==> src/rtl/adc_rd_pkg.sv <==
package adc_rd_pkg;
  typedef enum logic [2:0] {
    ST_CONV  = 3'd0,
    ST_IDLE  = 3'd1,
    ST_SETUP = 3'd2,
    ST_LOW   = 3'd3,
    ST_HIGH  = 3'd4,
    ST_TAIL  = 3'd5
  } rd_state_e;
endpackage

==> src/rtl/rd_countdown.sv <==
module rd_countdown #(
  parameter int          W       = 8,
  parameter logic [W-1:0] RST_VAL = '0
) (
  input  logic         clk,
  input  logic         rst_n,
  input  logic         load,
  input  logic [W-1:0] load_val,
  output logic         zero
);
  logic [W-1:0] cnt_q;

  always_ff @(posedge clk) begin
    if (!rst_n)           cnt_q <= RST_VAL;
    else if (load)        cnt_q <= load_val;
    else if (cnt_q != '0) cnt_q <= cnt_q - 1'b1;
  end

  assign zero = (cnt_q == '0);
endmodule

==> src/rtl/rd_shift_capture.sv <==
module rd_shift_capture #(
  parameter int DATA_W = 16,
  parameter int BIT_W  = 4
) (
  input  logic              clk,
  input  logic              rst_n,
  input  logic              clr,
  input  logic              shift_en,
  input  logic              bit_adv,
  input  logic              din,
  output logic [DATA_W-1:0] word,
  output logic              last_bit
);
  logic [BIT_W-1:0] bit_cnt_q;

  always_ff @(posedge clk) begin
    if (!rst_n) begin
      word      <= '0;
      bit_cnt_q <= '0;
    end else begin
      if (clr)          bit_cnt_q <= '0;
      else if (bit_adv) bit_cnt_q <= bit_cnt_q + 1'b1;
      if (shift_en)     word <= {word[DATA_W-2:0], din};
    end
  end

  assign last_bit = (bit_cnt_q == BIT_W'(DATA_W - 1));
endmodule

==> src/rtl/rd_seq_fsm.sv <==
module rd_seq_fsm
  import adc_rd_pkg::*;
(
  input  logic clk,
  input  logic rst_n,
  input  logic start_req,
  input  logic abort_req,
  input  logic auto_en,
  input  logic ph_zero,
  input  logic conv_zero,
  input  logic per_zero,
  input  logic last_bit,
  output logic cs_n,
  output logic sck,
  output logic ph_load,
  output logic ph_setup,
  output logic conv_load,
  output logic per_load,
  output logic frame_clr,
  output logic shift_en,
  output logic bit_adv,
  output logic commit,
  output logic drop
);
  rd_state_e st_q, st_d;
  logic      pend_q, pend_d;

  always_comb begin
    st_d      = st_q;
    pend_d    = pend_q;
    ph_load   = 1'b0;
    ph_setup  = 1'b0;
    conv_load = 1'b0;
    per_load  = 1'b0;
    frame_clr = 1'b0;
    shift_en  = 1'b0;
    bit_adv   = 1'b0;
    commit    = 1'b0;
    drop      = 1'b0;
    if (abort_req) begin
      st_d      = ST_CONV;
      conv_load = 1'b1;
      pend_d    = 1'b0;
      drop      = (st_q == ST_SETUP) || (st_q == ST_LOW) || (st_q == ST_HIGH);
    end else begin
      if (start_req && st_q != ST_IDLE) pend_d = 1'b1;
      unique case (st_q)
        ST_CONV: if (conv_zero) st_d = ST_IDLE;
        ST_IDLE: begin
          if (pend_q || start_req || (auto_en && per_zero)) begin
            st_d      = ST_SETUP;
            ph_load   = 1'b1;
            ph_setup  = 1'b1;
            per_load  = 1'b1;
            frame_clr = 1'b1;
            pend_d    = 1'b0;
          end
        end
        ST_SETUP: begin
          if (ph_zero) begin
            st_d    = ST_LOW;
            ph_load = 1'b1;
          end
        end
        ST_LOW: begin
          if (ph_zero) begin
            st_d     = ST_HIGH;
            ph_load  = 1'b1;
            shift_en = 1'b1;
          end
        end
        ST_HIGH: begin
          if (ph_zero) begin
            ph_load = 1'b1;
            bit_adv = 1'b1;
            if (last_bit) begin
              st_d   = ST_TAIL;
              commit = 1'b1;
            end else begin
              st_d = ST_LOW;
            end
          end
        end
        ST_TAIL: begin
          if (ph_zero) begin
            st_d      = ST_CONV;
            conv_load = 1'b1;
          end
        end
        default: st_d = ST_CONV;
      endcase
    end
  end

  always_ff @(posedge clk) begin
    if (!rst_n) begin
      st_q   <= ST_CONV;
      pend_q <= 1'b0;
      cs_n   <= 1'b1;
      sck    <= 1'b0;
    end else begin
      st_q   <= st_d;
      pend_q <= pend_d;
      cs_n   <= !(st_d inside {ST_SETUP, ST_LOW, ST_HIGH, ST_TAIL});
      sck    <= (st_d == ST_HIGH);
    end
  end
endmodule

==> src/rtl/serial_adc_reader.sv <==
module serial_adc_reader #(
  parameter int DATA_W        = 16,
  parameter int CLK_NS        = 10,
  parameter int HALF_CYC      = 30,
  parameter int SETUP_CYC     = 12,
  parameter int CONV_WAIT_CYC = 2_300_000,
  parameter int CONV_MAX_NS   = 23_000_000,
  parameter int PERIOD_CYC    = 10_000_000
) (
  input  logic                     clk,
  input  logic                     rst_n,
  input  logic                     start_i,
  input  logic                     abort_i,
  input  logic                     auto_en_i,
  input  logic                     adc_sdo_i,
  output logic                     adc_cs_n_o,
  output logic                     adc_sck_o,
  output logic signed [DATA_W-1:0] res_data_o,
  output logic                     res_valid_o,
  output logic                     res_drop_o
);
  localparam int PH_MAX = (SETUP_CYC > HALF_CYC) ? SETUP_CYC : HALF_CYC;
  localparam int PH_W   = $clog2(PH_MAX + 1);
  localparam int CW_W   = $clog2(CONV_WAIT_CYC + 1);
  localparam int PER_W  = $clog2(PERIOD_CYC + 1);
  localparam int BIT_W  = $clog2(DATA_W);
  localparam logic [PH_W-1:0]  SETUP_LD = PH_W'(SETUP_CYC - 1);
  localparam logic [PH_W-1:0]  HALF_LD  = PH_W'(HALF_CYC - 1);
  localparam logic [CW_W-1:0]  CONV_LD  = CW_W'(CONV_WAIT_CYC - 1);
  localparam logic [PER_W-1:0] PER_LD   = PER_W'(PERIOD_CYC - 1);

  // Elaboration-time limits of the converter link
  if (HALF_CYC < 1 || SETUP_CYC < 1 || CONV_WAIT_CYC < 1 || PERIOD_CYC < 1) begin : g_bad_zero
    $error("serial_adc_reader: cycle counts must be at least one");
  end
  if (longint'(HALF_CYC) * longint'(CLK_NS) < 64'sd250) begin : g_bad_half
    $error("serial_adc_reader: serial clock phase shorter than 250 ns");
  end
  if (longint'(SETUP_CYC) * longint'(CLK_NS) < 64'sd100) begin : g_bad_setup
    $error("serial_adc_reader: select-to-clock setup shorter than 100 ns");
  end
  if (longint'(CONV_WAIT_CYC) * longint'(CLK_NS) < longint'(CONV_MAX_NS)) begin : g_bad_wait
    $error("serial_adc_reader: hold-off shorter than worst-case conversion");
  end

  logic ph_load, ph_setup, ph_zero;
  logic conv_load, conv_zero;
  logic per_load, per_zero;
  logic frame_clr, shift_en, bit_adv, commit, drop, last_bit;
  logic [PH_W-1:0]   ph_val;
  logic [DATA_W-1:0] shreg;

  assign ph_val = ph_setup ? SETUP_LD : HALF_LD;

  rd_countdown #(.W(PH_W), .RST_VAL('0)) u_phase_tmr (
    .clk(clk), .rst_n(rst_n), .load(ph_load), .load_val(ph_val), .zero(ph_zero)
  );

  rd_countdown #(.W(CW_W), .RST_VAL(CONV_LD)) u_conv_tmr (
    .clk(clk), .rst_n(rst_n), .load(conv_load), .load_val(CONV_LD), .zero(conv_zero)
  );

  rd_countdown #(.W(PER_W), .RST_VAL('0)) u_period_tmr (
    .clk(clk), .rst_n(rst_n), .load(per_load), .load_val(PER_LD), .zero(per_zero)
  );

  rd_shift_capture #(.DATA_W(DATA_W), .BIT_W(BIT_W)) u_capture (
    .clk(clk), .rst_n(rst_n), .clr(frame_clr), .shift_en(shift_en),
    .bit_adv(bit_adv), .din(adc_sdo_i), .word(shreg), .last_bit(last_bit)
  );

  rd_seq_fsm u_seq (
    .clk(clk), .rst_n(rst_n), .start_req(start_i), .abort_req(abort_i),
    .auto_en(auto_en_i), .ph_zero(ph_zero), .conv_zero(conv_zero),
    .per_zero(per_zero), .last_bit(last_bit), .cs_n(adc_cs_n_o), .sck(adc_sck_o),
    .ph_load(ph_load), .ph_setup(ph_setup), .conv_load(conv_load),
    .per_load(per_load), .frame_clr(frame_clr), .shift_en(shift_en),
    .bit_adv(bit_adv), .commit(commit), .drop(drop)
  );

  always_ff @(posedge clk) begin
    if (!rst_n) begin
      res_data_o  <= '0;
      res_valid_o <= 1'b0;
      res_drop_o  <= 1'b0;
    end else begin
      res_valid_o <= commit;
      res_drop_o  <= drop;
      if (commit) res_data_o <= $signed(shreg);
    end
  end
endmodule

==> config.mk <==
export PLATFORM = sky130hd
export DESIGN_NAME = serial_adc_reader
export DESIGN_NICKNAME = d
export VERILOG_FILES = /design/src/rtl/adc_rd_pkg.sv /design/src/rtl/rd_countdown.sv /design/src/rtl/rd_shift_capture.sv /design/src/rtl/rd_seq_fsm.sv /design/src/rtl/serial_adc_reader.sv
export SDC_FILE = /design/constraint.sdc
export NUM_CORES = 1
export LEC_CHECK = 0
export ABC_CLOCK_PERIOD_IN_PS = 2400
export BUFFER_PORTS_ARGS = -buffer_cell sky130_fd_sc_hd__buf_2
export CAP_MARGIN = 20
export CELL_PAD_IN_SITES_DETAIL_PLACEMENT = 0
export CELL_PAD_IN_SITES_GLOBAL_PLACEMENT = 2
export CORE_UTILIZATION = 25
export CTS_CLUSTER_SIZE = 24
export DETAILED_ROUTE_END_ITERATION = 10
export PLACE_DENSITY = 0.62
export SLEW_MARGIN = 5
export SYNTH_ARGS = -nofsm -noshare
export SYNTH_HDL_FRONTEND = slang
export SYNTH_SLANG_ARGS = --single-unit
==> constraint.sdc <==
create_clock -name clk -period 2.4 [get_ports clk]
set_clock_uncertainty 0.15 [all_clocks]
set_input_delay 0.24 -clock clk [delete_from_list [all_inputs] [get_ports clk]]
set_output_delay 0.24 -clock clk [all_outputs]
set_load 0.005 [all_outputs]
==> results by group <==
Timing
  • Fmax achieved: 441.2 MHz
  • Minimum clock period after layout: 2267 ps
  • Setup TNS after final layout: 0 ps
  • Tcrit/Tclk final: 0.9445
  • Worst Tran Pin Value: 498.9 ps
  • Final WS setup: 133.2 ps
  • Rel. slew slack: 0.6643
  • Final Max Tran Viols: 0
  • Endpoints failing setup: 0
  • Final hold vios: 0

Yosys
  • Most area-hungry cell type in the Yosys netlist: dfxtp_1
  • Synthesized cell area: 0.004327 sq mm
  • Ranking of synthesized cells by area: dfxtp_1 (44%), nor2_1 (5.6%), nand2_1 (4.9%), xor2_1 (4.9%), mux2i_1 (4.4%)
  • Main synth FF type: dfxtp_1
  • Yosys warns: 0
  • Syn nets: 505
  • Post-synthesis async set-or-reset flop share: 0
  • Syn avg cell area: 8.794 sq um
  • Unique cell type count in the Yosys netlist: 55
  • Sequential area share after synthesis: 0.4396
  • Share of the synthesized area in the top cell type: 0.4396
  • Cells after Synth: 492
  • Number of synthesized flops with an enable pin: 0
  • FF+latch count, synth: 95

Setup path
  • Critical path class: flip-flop to flip-flop
  • CP endpoint kind: flip-flop
  • WP data required: 2550 ps
  • CP max FO: 4
  • WP data arrival: 2410 ps
  • Startpoint Class: flip-flop

CTS
  • Insertion delay to the later sink of the worst-skew pair: 350 ps
  • CTS Buf Count: 9
  • H-tree depth: 3
  • CTS tree: built
  • Sinks on Clock Net: 95
  • Clock root cell: clkbuf_16
  • Setup Buffers After CTS: 0
  • Clock-pin slew on the worst setup and hold paths: 70 ps
  • Max clock buf depth: 2

Global routing
  • Largest net degree at the start of global routing: 38
  • Tot GR Track Use: 0.1180
  • Total gr overflow: 0
  • Global-route wire length before repair: 16,810 um
  • Initial antenna violation count: 0
  • Vias in the first global route: 3,456

Final layout
  • Final Net Count: 557
  • Area occupied by multi-input gates: 0.002285 sq mm
  • Most frequent cells in the layout: dfxtp_1 (95), nor2_1 (64), nand2_1 (56)
  • Most common cell after layout, fill and taps aside: dfxtp_1
  • Fin area: 0.005246 sq mm
  • Layout cells sized above 1: 0.1767
  • Fillers: 1,755
  • Antenna Cells: 0
  • Synth-to-layout area growth: 21.26%
  • Register area: 0.001902 sq mm
  • Utilization after layout: 0.3130

Detailed routing
  • Routed vias: 3,565
  • Drt pass-1 iters: 4
  • Remaining antenna violation count: 0
  • Via/cell ratio: 4.636
  • # DRC: 0
  • Total routed wirelength: 9754 um
  • 1st-iter DRT viols: 178
  • WL per Instance: 12.68 um

Worst hold path
  • HP Class: input pin to flip-flop

Floorplan
  • Initial core utilization: 0.2582
  • Height of the die: 133.6 um
  • Die W: 133.6 um
  • Site row count: 47
  • Total die area: 0.01784 sq mm
  • Core footprint: 0.01676 sq mm
  • I/O Pins: 26

Status
  • Outcome: completed

Placed design
  • Pre-CTS setup slack: 102.8 ps
  • Post-Place Cell Area: 0.004920 sq mm
  • PortBufs: 25
  • HPWL after DPL: 6843 um
  • GP Congestion: 0.7633

Power
  • PwrDens: 1107 mW/mm^2
  • Peak VDD IR: 0.4876 mV
  • Leak: 0.002167 uW

Run
  • Max-cap check violation count: 0
[metrics by stage]
step	cells	total power [uW]	hold WS, ps
floorplan	492	3658	233.9
global placement	752	4395	292.5
detailed placement	752	4372	294.1
CTS	769	5850	83.91
global route	769	6255	104.6
finish	769	5809	93.27
[Yosys cell counts, types with 8 or more instances]
library cell,count
a21o_1,8
nor2_1,64
mux2i_1,19
or4_1,8
nand2_1,56
dfxtp_1,95
nand3_1,14
inv_1,9
o211ai_1,11
xnor2_1,14
nor4_1,13
clkbuf_1,18
a21oi_1,24
xor2_1,24
o21ai_0,14
nor3_1,19
[cells by family (layout without fill, tap and decap cells)]
group,count (synthesis),after routing,synth area share
mux,20,20,0.04656
fa+ha+maj,7,7,0.02024
compound gates,83,83,0.1270
simple gates,215,215,0.2542
buf+inv,34,91,0.03557
flops,95,95,0.4396
xor+xnor,38,38,0.07692
[timing repair]
| action | in CTS | in global routing |
|---|---|---|
| endpoints found under the hold margin | 1 | 0 |
| endpoints found under the setup margin | 0 | 8 |
| hold buffers | 1 | 0 |
| gates resized for setup | 0 | 4 |
[state kept, by name, summed over array words and instances (netlist names), 3 cells and up]
name and flops:
u_period_tmr.cnt_q 24, u_conv_tmr.cnt_q 22, res_data_o 16, u_capture.word 16, u_phase_tmr.cnt_q 5, u_capture.bit_cnt_q 4
u_seq.st_q 3
[power breakdown]
group	switching [uW]	internal, uW
Combinational	1210	1120
Clock	697	736
Sequential	243	1810
[area by class of cell]
| cell class | count | area share |
|---|---|---|
| Multi-Input combinational cell | 363 | 0.4355 |
| Timing Repair Buffer | 66 | 0.08610 |
| Inverter | 9 | 0.006439 |
| Clock inverter | 7 | 0.01407 |
| Tap cell | 220 | 0.05247 |
| Sequential cell | 95 | 0.3625 |
| Clock buffer | 9 | 0.04293 |
[per-layer routing]
metal | vias up | share of wire | global-route usage
met5 | - | 0 | 0
li1 | 1833 | - | -
met1 | 1665 | 0.48 | 0.1490
met2 | 52 | 0.46 | 0.1898
met4 | 0 | 0.022 | 0.06124
met3 | 15 | 0.036 | 0.02359
[path summary, 6_finish.rpt]
path	startpoint	to	slack, ps	depth (start not counted)
worst min-delay path	abort_i	res_drop_o$_SDFF_PN0_	90	3
worst max-delay path	u_period_tmr.cnt_q[12]$_SDFFE_PN0P_	u_period_tmr.cnt_q[19]$_SDFFE_PN0P_	130	5
worst min register to register	res_data_o[6]$_SDFFE_PN0P_	res_data_o[6]$_SDFFE_PN0P_	300	2
worst max register to register	u_period_tmr.cnt_q[12]$_SDFFE_PN0P_	u_period_tmr.cnt_q[19]$_SDFFE_PN0P_	130	5
[critical path: stages (launching register included)]
cell and delay (ps):
dfxtp_1 340, or4_1 620, nor4_4 370, nand3_1 200, or4_1 430, nand3b_1 90
Note: power is estimated with default switching activity, not from simulation.
